## src/rtl/strober_pkg.sv

```systemverilog
package strober_pkg;
  localparam int SEL_W = 4;
  localparam int SEG_W = 7;
  localparam int BCD_W = 4;

  typedef struct packed {
    logic             load;
    logic             fire;
    logic [SEL_W-1:0] sel;
  } strobe_ctl_t;

  // Active-high code, segment a in bit 6 through g in bit 0
  function automatic logic [SEG_W-1:0] bcdToSeg(input logic [BCD_W-1:0] v);
    logic [SEG_W-1:0] code;
    case (v)
      4'd0:    code = 7'h7E;
      4'd1:    code = 7'h30;
      4'd2:    code = 7'h6D;
      4'd3:    code = 7'h79;
      4'd4:    code = 7'h33;
      4'd5:    code = 7'h5B;
      4'd6:    code = 7'h5F;
      4'd7:    code = 7'h70;
      4'd8:    code = 7'h7F;
      4'd9:    code = 7'h7B;
      default: code = 7'h00;
    endcase
    return code;
  endfunction
endpackage

```

## src/rtl/strober_ctrl.sv

```systemverilog
module strober_ctrl
  import strober_pkg::*;
#(
  parameter int NUM_DIGITS = 6
) (
  input  logic        clk,
  input  logic        rstN,
  output strobe_ctl_t ctl
);
  localparam logic [SEL_W-1:0] LAST_IDX = SEL_W'(NUM_DIGITS - 1);

  logic             phase;   // 0 = setup tick, 1 = strobe tick
  logic [SEL_W-1:0] idx;

  always_ff @(posedge clk or negedge rstN) begin
    if (!rstN) begin
      phase <= 1'b0;
      idx   <= '0;
    end else begin
      phase <= ~phase;
      if (phase) begin
        idx <= (idx == LAST_IDX) ? '0 : SEL_W'(idx + 1'b1);
      end
    end
  end

  always_comb begin
    ctl.load = ~phase;
    ctl.fire = phase;
    ctl.sel  = idx;
  end
endmodule

```

## src/rtl/strober_dpath.sv

```systemverilog
module strober_dpath
  import strober_pkg::*;
#(
  parameter int NUM_DIGITS = 6,
  parameter bit ACTIVE_LOW = 1'b0
) (
  input  logic                        clk,
  input  logic                        rstN,
  input  logic [NUM_DIGITS*BCD_W-1:0] digitsIn,
  input  strobe_ctl_t                 ctl,
  output logic [SEG_W-1:0]            segBus,
  output logic [NUM_DIGITS-1:0]       strobe
);
  logic [SEG_W-1:0] polMask;
  logic [BCD_W-1:0] digitArr [NUM_DIGITS];
  logic [BCD_W-1:0] picked;
  logic [NUM_DIGITS-1:0] strobeNext;

  generate
    if (ACTIVE_LOW) begin : g_polLow
      assign polMask = '1;
    end else begin : g_polHigh
      assign polMask = '0;
    end

    for (genvar i = 0; i < NUM_DIGITS; i++) begin : g_unpack
      assign digitArr[i] = digitsIn[(NUM_DIGITS-1-i)*BCD_W +: BCD_W];
    end
  endgenerate

  always_comb begin
    picked = '0;
    for (int i = 0; i < NUM_DIGITS; i++) begin
      if (ctl.sel == SEL_W'(i)) picked = digitArr[i];
    end
  end

  always_comb begin
    strobeNext = '0;
    for (int i = 0; i < NUM_DIGITS; i++) begin
      strobeNext[NUM_DIGITS-1-i] = ctl.fire && (ctl.sel == SEL_W'(i));
    end
  end

  always_ff @(posedge clk or negedge rstN) begin
    if (!rstN) begin
      segBus <= polMask;
      strobe <= '0;
    end else begin
      if (ctl.load) segBus <= bcdToSeg(picked) ^ polMask;
      strobe <= strobeNext;
    end
  end
endmodule

```

## src/rtl/seg_latch_strober.sv

```systemverilog
module seg_latch_strober
  import strober_pkg::*;
#(
  parameter int NUM_DIGITS = 6,
  parameter bit ACTIVE_LOW = 1'b0
) (
  input  logic                        clk,
  input  logic                        rstN,
  input  logic [NUM_DIGITS*BCD_W-1:0] digitsIn,
  output logic [SEG_W-1:0]            segBus,
  output logic [NUM_DIGITS-1:0]       strobe
);
  strobe_ctl_t ctl;

  strober_ctrl #(.NUM_DIGITS(NUM_DIGITS)) ctrl_i (
    .clk  (clk),
    .rstN (rstN),
    .ctl  (ctl)
  );

  strober_dpath #(.NUM_DIGITS(NUM_DIGITS), .ACTIVE_LOW(ACTIVE_LOW)) dpath_i (
    .clk      (clk),
    .rstN     (rstN),
    .digitsIn (digitsIn),
    .ctl      (ctl),
    .segBus   (segBus),
    .strobe   (strobe)
  );
endmodule

```

## config.mk

```make
export PLATFORM = sky130hd
export DESIGN_NAME = seg_latch_strober
export DESIGN_NICKNAME = d
export VERILOG_FILES = /design/src/rtl/strober_pkg.sv /design/src/rtl/strober_ctrl.sv /design/src/rtl/strober_dpath.sv /design/src/rtl/seg_latch_strober.sv
export SDC_FILE = /design/constraint.sdc
export NUM_CORES = 1
export LEC_CHECK = 0
export ABC_AREA = 1
export BUFFER_PORTS_ARGS = -buffer_cell sky130_fd_sc_hd__buf_2
export CORE_AREA = 2 2 54 56
export DETAILED_ROUTE_END_ITERATION = 16
export DIE_AREA = 0 0 56 58
export PLACE_DENSITY = 0.74
export SYNTH_ARGS = -nofsm -noshare
export SYNTH_HDL_FRONTEND = slang
export SYNTH_SLANG_ARGS = --single-unit
```

## constraint.sdc

```tcl
create_clock -name clk -period 2 [get_ports clk]
set_input_delay 0.4 -clock clk [delete_from_list [all_inputs] [get_ports clk]]
set_output_delay 0.4 -clock clk [all_outputs]
set_load 0.01 [all_outputs]
```

==> results.toml, run 1 <==
[die]
initial_utilization_pct = 43.7
dieHeight_um = 58
pin_count = 39
die-area_mm2 = 0.00325
die_w_um = 56
core_mm2 = 0.00266
num_rows = 19

[cts]
cts_hold_buf = 0
cts_buffer_depth = 2
clock_latency_ps = 300
htree_levels = 1
clkSinkCount = 18
path_clk_slew_ps = 100
cts_tree = "done"
clockRootBuffer = "clkbuf_4"
cts_inserted_buffers = 3

[logic_synthesis]
synth_area_leaders = "dfrtp_1, nand3_1, nand2_1"
ys_seq_elements = 18
synth-edff-count = 0
postSynthAreaPerCell_um2 = 7.37
synth_top_area_cell = "dfrtp_1"
synthSimpleGateAreaFrac_pct = 40.3
ys_warn_count = 0
synth_top_area_share_pct = 38.7
synthCells = 158
synth_flop_cell = "dfrtp_1"
synth-compound-area-share_pct = 2.90
synthAdderAreaFrac_pct = 6.44
synth_top_family_by_area = "simple AND/OR/NAND/NOR gates"
synthArstFlopShare_pct = 100
synth_seq_area_share_pct = 38.7
muxShareOfSynthArea_pct = 0
yosysUniqueCellTypes = 25
synth-xor-area-share_pct = 1.50
synth_nets = 190
syn_area_mm2 = 0.00116

[global_routing]
grt_pass1_vias = 1117
grt_max_degree = 19
grt_antenna_before_repair = 0
track_usage_pct = 18.0
overflow = 0
grt_pass1_wl_um = 4690

[drt]
highest_layer = "met4"
wl_met2_um = 1260
drt_wl_total_um = 2810
drc = 0
ant_nets = 0
drt-initial-drc-count = 30
routed_via_density = 4.93
wl_met1_um = 1310
wl_met3_um = 143
wl_per_cell_um = 11.7
num_vias = 1183
drt_first_pass_iters = 6

[place]
place.gp.congestion = 0.861
place_ws_ps = 87.9
hpwl_um = 2120
placed_cell_area_mm2 = 0.00144
dp_cells = 233
port_buffers = 38

[cells_and_area]
fin_util_pct = 60.0
final_cell_mix = "buf_2, nand2_1, nand3_1, nor2_1, inv_1"
stdcell_count = 240
final_area_mm2 = 0.00160
drive_gt1_share_pct = 40.7
nets = 243
n_antenna_cell = 0
mostFrequentLayoutCell = "buf_2"
area_delta_synth_final_pct = 37.2

[sta]
relSlewSlack_pct = 73.3
fin_crit_sh_pct = 95.8
setup_tns_ps = 0
holdWs_ps = 15.8
timing.final.ws_setup_ps = 83.2
rsz0062_at_grt = "true"
worstMarginPinSlew_ps = 400
fin_worst_skew_ps = 7.38
fmax_mhz = 522
setup_viol = 0
slew_violations = 0
finalHoldViolCount = 0
min_period_ps = 1920

[worst_setup_path]
critPathKind = "flip-flop to flip-flop"
arrival_ps = 2110
worst_setup_path_end_kind = "flip-flop"
cp_max_fo = 6
startpoint_type = "flip-flop"
cp.required_ps = 2190

[pwr]
ir_worst_vdd_uv = 259
cellPowerDensity_mw_per_mm2 = 430
cellLeakagePower_nw = 0.890
finalPower_mw = 0.687

[min_path]
hp-class = "primary input to asynchronous set/reset pin"

[run]
maxCapViolCount = 0

[outcome]
status = "completed"
## routing by layer
layer	GRT usage (%)	up-vias
met2	28.9	40
met4	9.86	0
met1	24.0	534
met3	2.01	9
met5	0	-
li1	-	600
## critical path, cell delays in order (launching register included)
cell and delay [ps]:
dfrtp_2 450, inv_2 70, nor2_4 180, inv_2 70, nor2_4 180, nand2_1 70
nand4_1 170, inv_2 90, buf_6 130, ha_1 160, inv_1 50, nand2_1 60
nand3_2 80, a21oi_1 50
## power breakdown
part	total [mW]	internal [mW]	switching (mW)
logic	0.129	0.0574	0.0717
clock network	0.176	0.0702	0.106
registers	0.382	0.376	0.00598
## cell usage after synthesis, drive strengths merged, types with 2 or more instances
cell type / n
buf: 3
nor2: 26
xor2: 2
nand3: 27
nand4: 5
a21oi: 2
or2: 2
dfrtp: 18
nand2: 36
inv: 25
ha: 6
## worst paths after layout
| kind | start | end | cells after the start | slack [ps] |
|---|---|---|---|---|
| worst min register to register | dpath_i.segBus[6]$_DFFE_PN0N_ | dpath_i.segBus[6]$_DFFE_PN0N_ | 2 | 480 |
| worst max register to register | ctrl_i.idx[0]$_DFFE_PN0P_ | dpath_i.segBus[2]$_DFFE_PN0N_ | 13 | 80 |
| min in group clk | dpath_i.segBus[6]$_DFFE_PN0N_ | dpath_i.segBus[6]$_DFFE_PN0N_ | 2 | 480 |
| worst max-delay path | ctrl_i.idx[0]$_DFFE_PN0P_ | dpath_i.segBus[2]$_DFFE_PN0N_ | 13 | 80 |
| max in group asynchronous | rstN | ctrl_i.idx[0]$_DFFE_PN0P_ | 1 | 1670 |
| worst min-delay path | rstN | dpath_i.strobe[2]$_DFF_PN0_ | 1 | 20 |
## cell families after synthesis
| group | after synthesis |
|---|---|
| buffers and inverters | 29 |
| AO/OA/AOI/OAI | 4 |
| AND/OR/NAND/NOR | 99 |
| adder cells (fa/ha/maj) | 6 |
| flip-flops | 18 |
| XOR/XNOR | 2 |
## sequential cells by signal, summed over array words and instances (netlist names)
signal and cells:
dpath_i.strobe 6, dpath_i.segBus 7, ctrl_i.idx 4, ctrl_i.phase 1
## repair_timing
item,4_1_cts,5_1_grt
buffers inserted,0,4
setup endpoints to repair,0,7
resized for setup,0,27
## area by class of cell
class                      count  area [um2]
timing repair buffer          51         299
fill                         249        1060
tap                           31        38.8
multi-input combinational    111         687
inverter                      26        97.6
clock buffer                   3        22.5
sequential                    18         453
(Power assumes the default switching activity.)
==> run 2, diff against run 1 <==
RECOVER_POWER = 25   (was not set)
==> run 2 against run 1 <==
Count of clock-buffer cells in the layout unchanged. Sequential power about the same. Via count unchanged. Non-clock buffer count unchanged. Combinational power about the same. Fmax unchanged. Utilization about the same. Clock skew unchanged. Largest cell class unchanged. Highest routed layer unchanged.
==> results.toml, run 2 (same netlist as run 1, synthesis figures left out) <==
[cts]
cts_hold_buf = 0
clkSinkCount = 18
clockRootBuffer = "clkbuf_4"
cts_buffer_depth = 2
htree_levels = 1
path_clk_slew_ps = 100
cts_tree = "done"
clock_latency_ps = 300
cts_inserted_buffers = 3

[pwr]
sw_frac_of_total_pct = 26.7
cellLeakagePower_nw = 0.887
cellPowerDensity_mw_per_mm2 = 430
power_switching_mw = 0.183
pwr-share-clk_pct = 25.6
share_seq_of_total_power_pct = 55.6
ir_worst_vdd_uv = 259
pwr-share-comb_pct = 18.8
intPower_mw = 0.503

[drt]
drt-initial-drc-count = 30
drt_wl_total_um = 2810
drc = 0
routed_via_density = 4.93
ant_nets = 0
wl_per_cell_um = 11.7
drt_first_pass_iters = 6
num_vias = 1183

[cells_and_area]
largest-register = "dpath_i.segBus"
fin_util_pct = 60.0
stdcell_count = 240
nFillCells = 250
final_cell_mix = "buf_2, nand2_1, nand3_1, nor2_1, inv_1"
ff_latch_area_um2 = 453
drive_gt1_share_pct = 40.2
multi_input_area_um2 = 687
area_delta_synth_final_pct = 37.1
n_antenna_cell = 0
reg.largest.list = "dpath_i.segBus (7), dpath_i.strobe (6), ctrl_i.idx (4)"
largest_reg_flops = 7
nets = 243
mostFrequentLayoutCell = "buf_2"

[worst_setup_path]
startpoint = "ctrl_i.idx[0]$_DFFE_PN0P_"
arrival_ps = 2110
critPathKind = "flip-flop to flip-flop"
worst_setup_path_end_kind = "flip-flop"
cp.required_ps = 2190
cp_max_fo = 6
r2r_start = "ctrl_i.idx[0]$_DFFE_PN0P_"
r2r_slack_ps = 80
startpoint_type = "flip-flop"

[sta]
worstMarginPinSlew_ps = 955
timing.final.ws_setup_ps = 83.2
rsz0062_at_grt = "true"
fmax_mhz = 522
finalHoldViolCount = 0
fin_worst_skew_ps = 7.38
relSlewSlack_pct = 36.4
fin_crit_sh_pct = 95.8
holdWs_ps = 222
min_period_ps = 1920
setup_viol = 0
slew_violations = 0

[die]
initial_utilization_pct = 43.7
num_rows = 19
dieHeight_um = 58
core_mm2 = 0.00266
die-area_mm2 = 0.00325
die_w_um = 56
pin_count = 39

[global_routing]
grt_max_degree = 19
groute.layer.met3.usage_pct = 2.01
grt_antenna_before_repair = 0
use_met2_pct = 28.9
use_met1_pct = 24.0
grt_pass1_wl_um = 4690
grt_pass1_vias = 1117
track_usage_pct = 18.0
overflow = 0
top_usage_layer = "met2"

[place]
place_ws_ps = 87.9
port_buffers = 38
dp_cells = 233
hpwl_um = 2120
place.gp.congestion = 0.861

[outcome]
status = "completed"

[run]
maxCapViolCount = 0

[min_path]
hp-class = "primary input to asynchronous set/reset pin"
==> run 2: cell count changes in the layout (fill, tap and decap cells not counted) <==
cell	delta
buf_2	-1
clkbuf_1	+1
==> run 2: cell type report <==
class / count / share of cell area, %
clock buffers: 3 / 1.41
multi-input cells: 111 / 43.0
well taps: 31 / 2.43
inverters: 26 / 6.11
repair buffers: 51 / 18.7
flip-flops and latches: 18 / 28.4
==> run 2: routing by layer <==
metal	up-vias	wire length, um
met3	9	143
met1	534	1320
met4	0	86
met2	40	1260
li1	600	-
met5	-	0
==> run 2: timing repair <==
item	in CTS	in global routing
setup endpoints to repair	0	7
buffers inserted	0	4
endpoints found under the hold margin	0	0
gates resized for setup	0	27
==> run 2: power groups by stage <==
stage                     combinational, mW  sequential [mW]  clock (mW)
after floorplan                      0.0501            0.396           0
after global placement                0.112            0.389           0
after detailed placement              0.113            0.389           0
after CTS                             0.113            0.382       0.181
after global routing                  0.148            0.384       0.194
final                                 0.129            0.382       0.176
==> run 2: final timing paths <==
check                                           endpoint  cells past startpoint
max                        dpath_i.segBus[2]$_DFFE_PN0N_                     13
min                          dpath_i.strobe[2]$_DFF_PN0_                      1
max reg2reg                dpath_i.segBus[2]$_DFFE_PN0N_                     13
min reg2reg                dpath_i.segBus[6]$_DFFE_PN0N_                      2
max in group asynchronous      ctrl_i.idx[0]$_DFFE_PN0P_                      1
min in group clk           dpath_i.segBus[6]$_DFFE_PN0N_                      2
==> run 2: worst max-delay path, cell delays in order, from the launching register on <==
cell and delay (ps):
dfrtp_2 450, inv_2 70, nor2_4 180, inv_2 70, nor2_4 180, nand2_1 70, nand4_1 170, inv_2 90
buf_6 130, ha_1 160, inv_1 50, nand2_1 60, nand3_2 80, a21oi_1 50
==> run 2: per-stage QoR <==
| stage | power, mW | instance area, um2 | TNS [ps] |
|---|---|---|---|
| after floorplan | 0.446 | 1160 | 0 |
| after global placement | 0.501 | 1440 | 0 |
| after detailed placement | 0.502 | 1440 | 0 |
| after CTS | 0.676 | 1460 | 0 |
| after global routing | 0.726 | 1600 | -314 |
| final | 0.686 | 1600 | 0 |
==> run 3, diff against run 2 <==
CORE_AREA = 2 2 52 54   (was 2 2 54 56)
DIE_AREA = 0 0 54 56   (was 0 0 56 58)
PLACE_DENSITY = 0.76   (was 0.74)
SETUP_SLACK_MARGIN = 0.2   (was not set)
clock period = 2.04 ns   (was 2 ns; I/O delays follow)
==> run 3 against run 2 <==
Clock skew is 4.8 ps lower. Total power down 2.2%. Flip-flop and latch count stayed put. Worst hold slack improved by 16 ps. Global-route usage grew 3.0 points. Highest routed layer unchanged. Cell count grew 5.8%. Via count grew 9.0%. Routed wire length grew 16%. Final area rose by 7.5%. Sequential share of layout area down 2.0 points. Sequential power decreased by 2%. Fmax up 2.6%.
==> results.toml, run 3 (same netlist as run 1, synthesis figures left out) <==
[worst_setup_path]
crit_buf_inv = 2
r2r_slack_ps = 170
worst_setup_path_end_kind = "flip-flop"
critical-path-top-delay-family = "simple AND/OR/NAND/NOR gates"
arrival_ps = 2050
critPathSlowestCell = "dfrtp_1"
crit_end = "dpath_i.segBus[5]$_DFFE_PN0N_"
critPathKind = "flip-flop to flip-flop"
r2r-end = "dpath_i.segBus[5]$_DFFE_PN0N_"
startpoint = "ctrl_i.idx[3]$_DFFE_PN0P_"
startpoint_type = "flip-flop"
worstRegToRegCells = 10
cpPeakStageDelay_ps = 430
r2r_start = "ctrl_i.idx[3]$_DFFE_PN0P_"
cp_max_fo = 3
cp.required_ps = 2220
path_cells = "nor2_4, nand3_1, inv_1, nand2_1, nand4_4, inv_2, ha_1, or2_0, nand3_1, nand2_1"
path_depth = 10

[drt]
ant_nets = 0
num_vias = 1289
drt_wl_total_um = 3260
wl_per_cell_um = 12.8
drt-initial-drc-count = 36
routed_via_density = 5.07
drt_first_pass_iters = 4
drc = 0

[global_routing]
grt_max_degree = 19
grt_pass1_vias = 1174
track_usage_pct = 21.0
use_met1_pct = 28.0
groute.layer.met3.usage_pct = 0.806
use_met2_pct = 35.4
grt_pass1_wl_um = 4890
grt_antenna_before_repair = 0
top_usage_layer = "met2"
overflow = 0

[die]
die-area_mm2 = 0.00302
dieHeight_um = 56
num_rows = 18
pin_count = 39
core_mm2 = 0.00243
die_w_um = 54
initial_utilization_pct = 47.9

[pwr]
share_seq_of_total_power_pct = 55.8
cellPowerDensity_mw_per_mm2 = 391
ir_worst_vdd_uv = 331
pwr-share-clk_pct = 24.9
power_switching_mw = 0.175
cellLeakagePower_nw = 0.959
intPower_mw = 0.496
pwr-share-comb_pct = 19.3
sw_frac_of_total_pct = 26.0

[sta]
worstMarginPinSlew_ps = 937
fmax_mhz = 535
fin_crit_sh_pct = 91.6
setup_viol = 0
min_period_ps = 1870
fin_worst_skew_ps = 2.58
timing.final.ws_setup_ps = 172
slew_violations = 0
rsz0062_at_grt = "true"
relSlewSlack_pct = 37.6
setup_tns_ps = 0
finalHoldViolCount = 0

[cells_and_area]
final_cell_mix = "buf_2, nand2_1, buf_4, nand3_1, nor2_1"
mostFrequentLayoutCell = "buf_2"
area_delta_synth_final_pct = 47.4
fin_util_pct = 70.6
largest-register = "dpath_i.segBus"
nets = 258
reg.largest.list = "dpath_i.segBus (7), dpath_i.strobe (6), ctrl_i.idx (4)"
n_antenna_cell = 0
largest_reg_flops = 7
drive_gt1_share_pct = 45.5

[cts]
cts_tree = "done"
clkSinkCount = 18
clockRootBuffer = "clkbuf_4"
path_clk_slew_ps = 90
clock_latency_ps = 280
cts_hold_buf = 0
htree_levels = 1
cts_buffer_depth = 2
cts_inserted_buffers = 3

[place]
hpwl_um = 2120
port_buffers = 38
place_ws_ps = 47.3
place.gp.congestion = 0.853

[min_path]
hp-class = "primary input to asynchronous set/reset pin"

[run]
maxCapViolCount = 0

[outcome]
status = "completed"
## run 3: cell count changes in the layout (fill, tap and decap cells not counted), sizes merged
cell  delta
buf     +15
## run 3: area by class of cell
type	instances	area (um2)
clock buffers	3	22.5
fillers	176	716
inverters	26	97.6
multi-input cells	111	699
flip-flops and latches	18	453
well taps	30	37.5
repair buffers	66	407
## run 3: worst min path at each step
| stage | end | slack (ps) | cells after the start |
|---|---|---|---|
| floorplan | ctrl_i.idx[0]$_DFFE_PN0P_ | 110 | 0 |
| global placement | dpath_i.strobe[4]$_DFF_PN0_ | 350 | 1 |
| detailed placement | dpath_i.strobe[4]$_DFF_PN0_ | 350 | 1 |
| CTS | ctrl_i.phase$_DFF_PN0_ | 40 | 1 |
| global route | ctrl_i.phase$_DFF_PN0_ | 310 | 1 |
| finish | ctrl_i.phase$_DFF_PN0_ | 240 | 1 |
## run 3: worst reg2reg max path, stage by stage, from the launching register on
cell     delay [ps]
dfrtp_1         430
nor2_4          180
nand3_1         130
inv_1           130
nand2_1         120
nand4_4         120
inv_2            50
ha_1            270
or2_0           200
nand3_1          90
nand2_1          50
## run 3: stage by stage
step	std cells	instance area, um2	hold WS [ps]	power (mW)
4_1_cts	248	1590	40.7	0.658
5_1_grt	254	1720	309	0.707
2_1_floorplan	158	1170	112	0.437
3_5_place_dp	228	1420	349	0.491
3_3_place_gp	228	1420	346	0.488
6_report	254	1720	237	0.671
## run 3: routing by layer
layer  vias up  share of wire (%)
li1        634                  -
met2        58                 50
met1       595                 42
met4         0               0.83
met5         -                  0
met3         2                7.0
## run 3: power groups by stage
stage	clock (mW)	combinational, mW	sequential (mW)
after detailed placement	0	0.110	0.381
after floorplan	0	0.0491	0.388
after global routing	0.186	0.145	0.376
after CTS	0.170	0.114	0.374
final	0.167	0.130	0.374
after global placement	0	0.107	0.381
## run 3: timing repair
action                     4_1_cts  5_1_grt
setup buffers                   17        6
resized for setup                6       20
setup endpoints to repair        6        8
pin swaps                       10       13
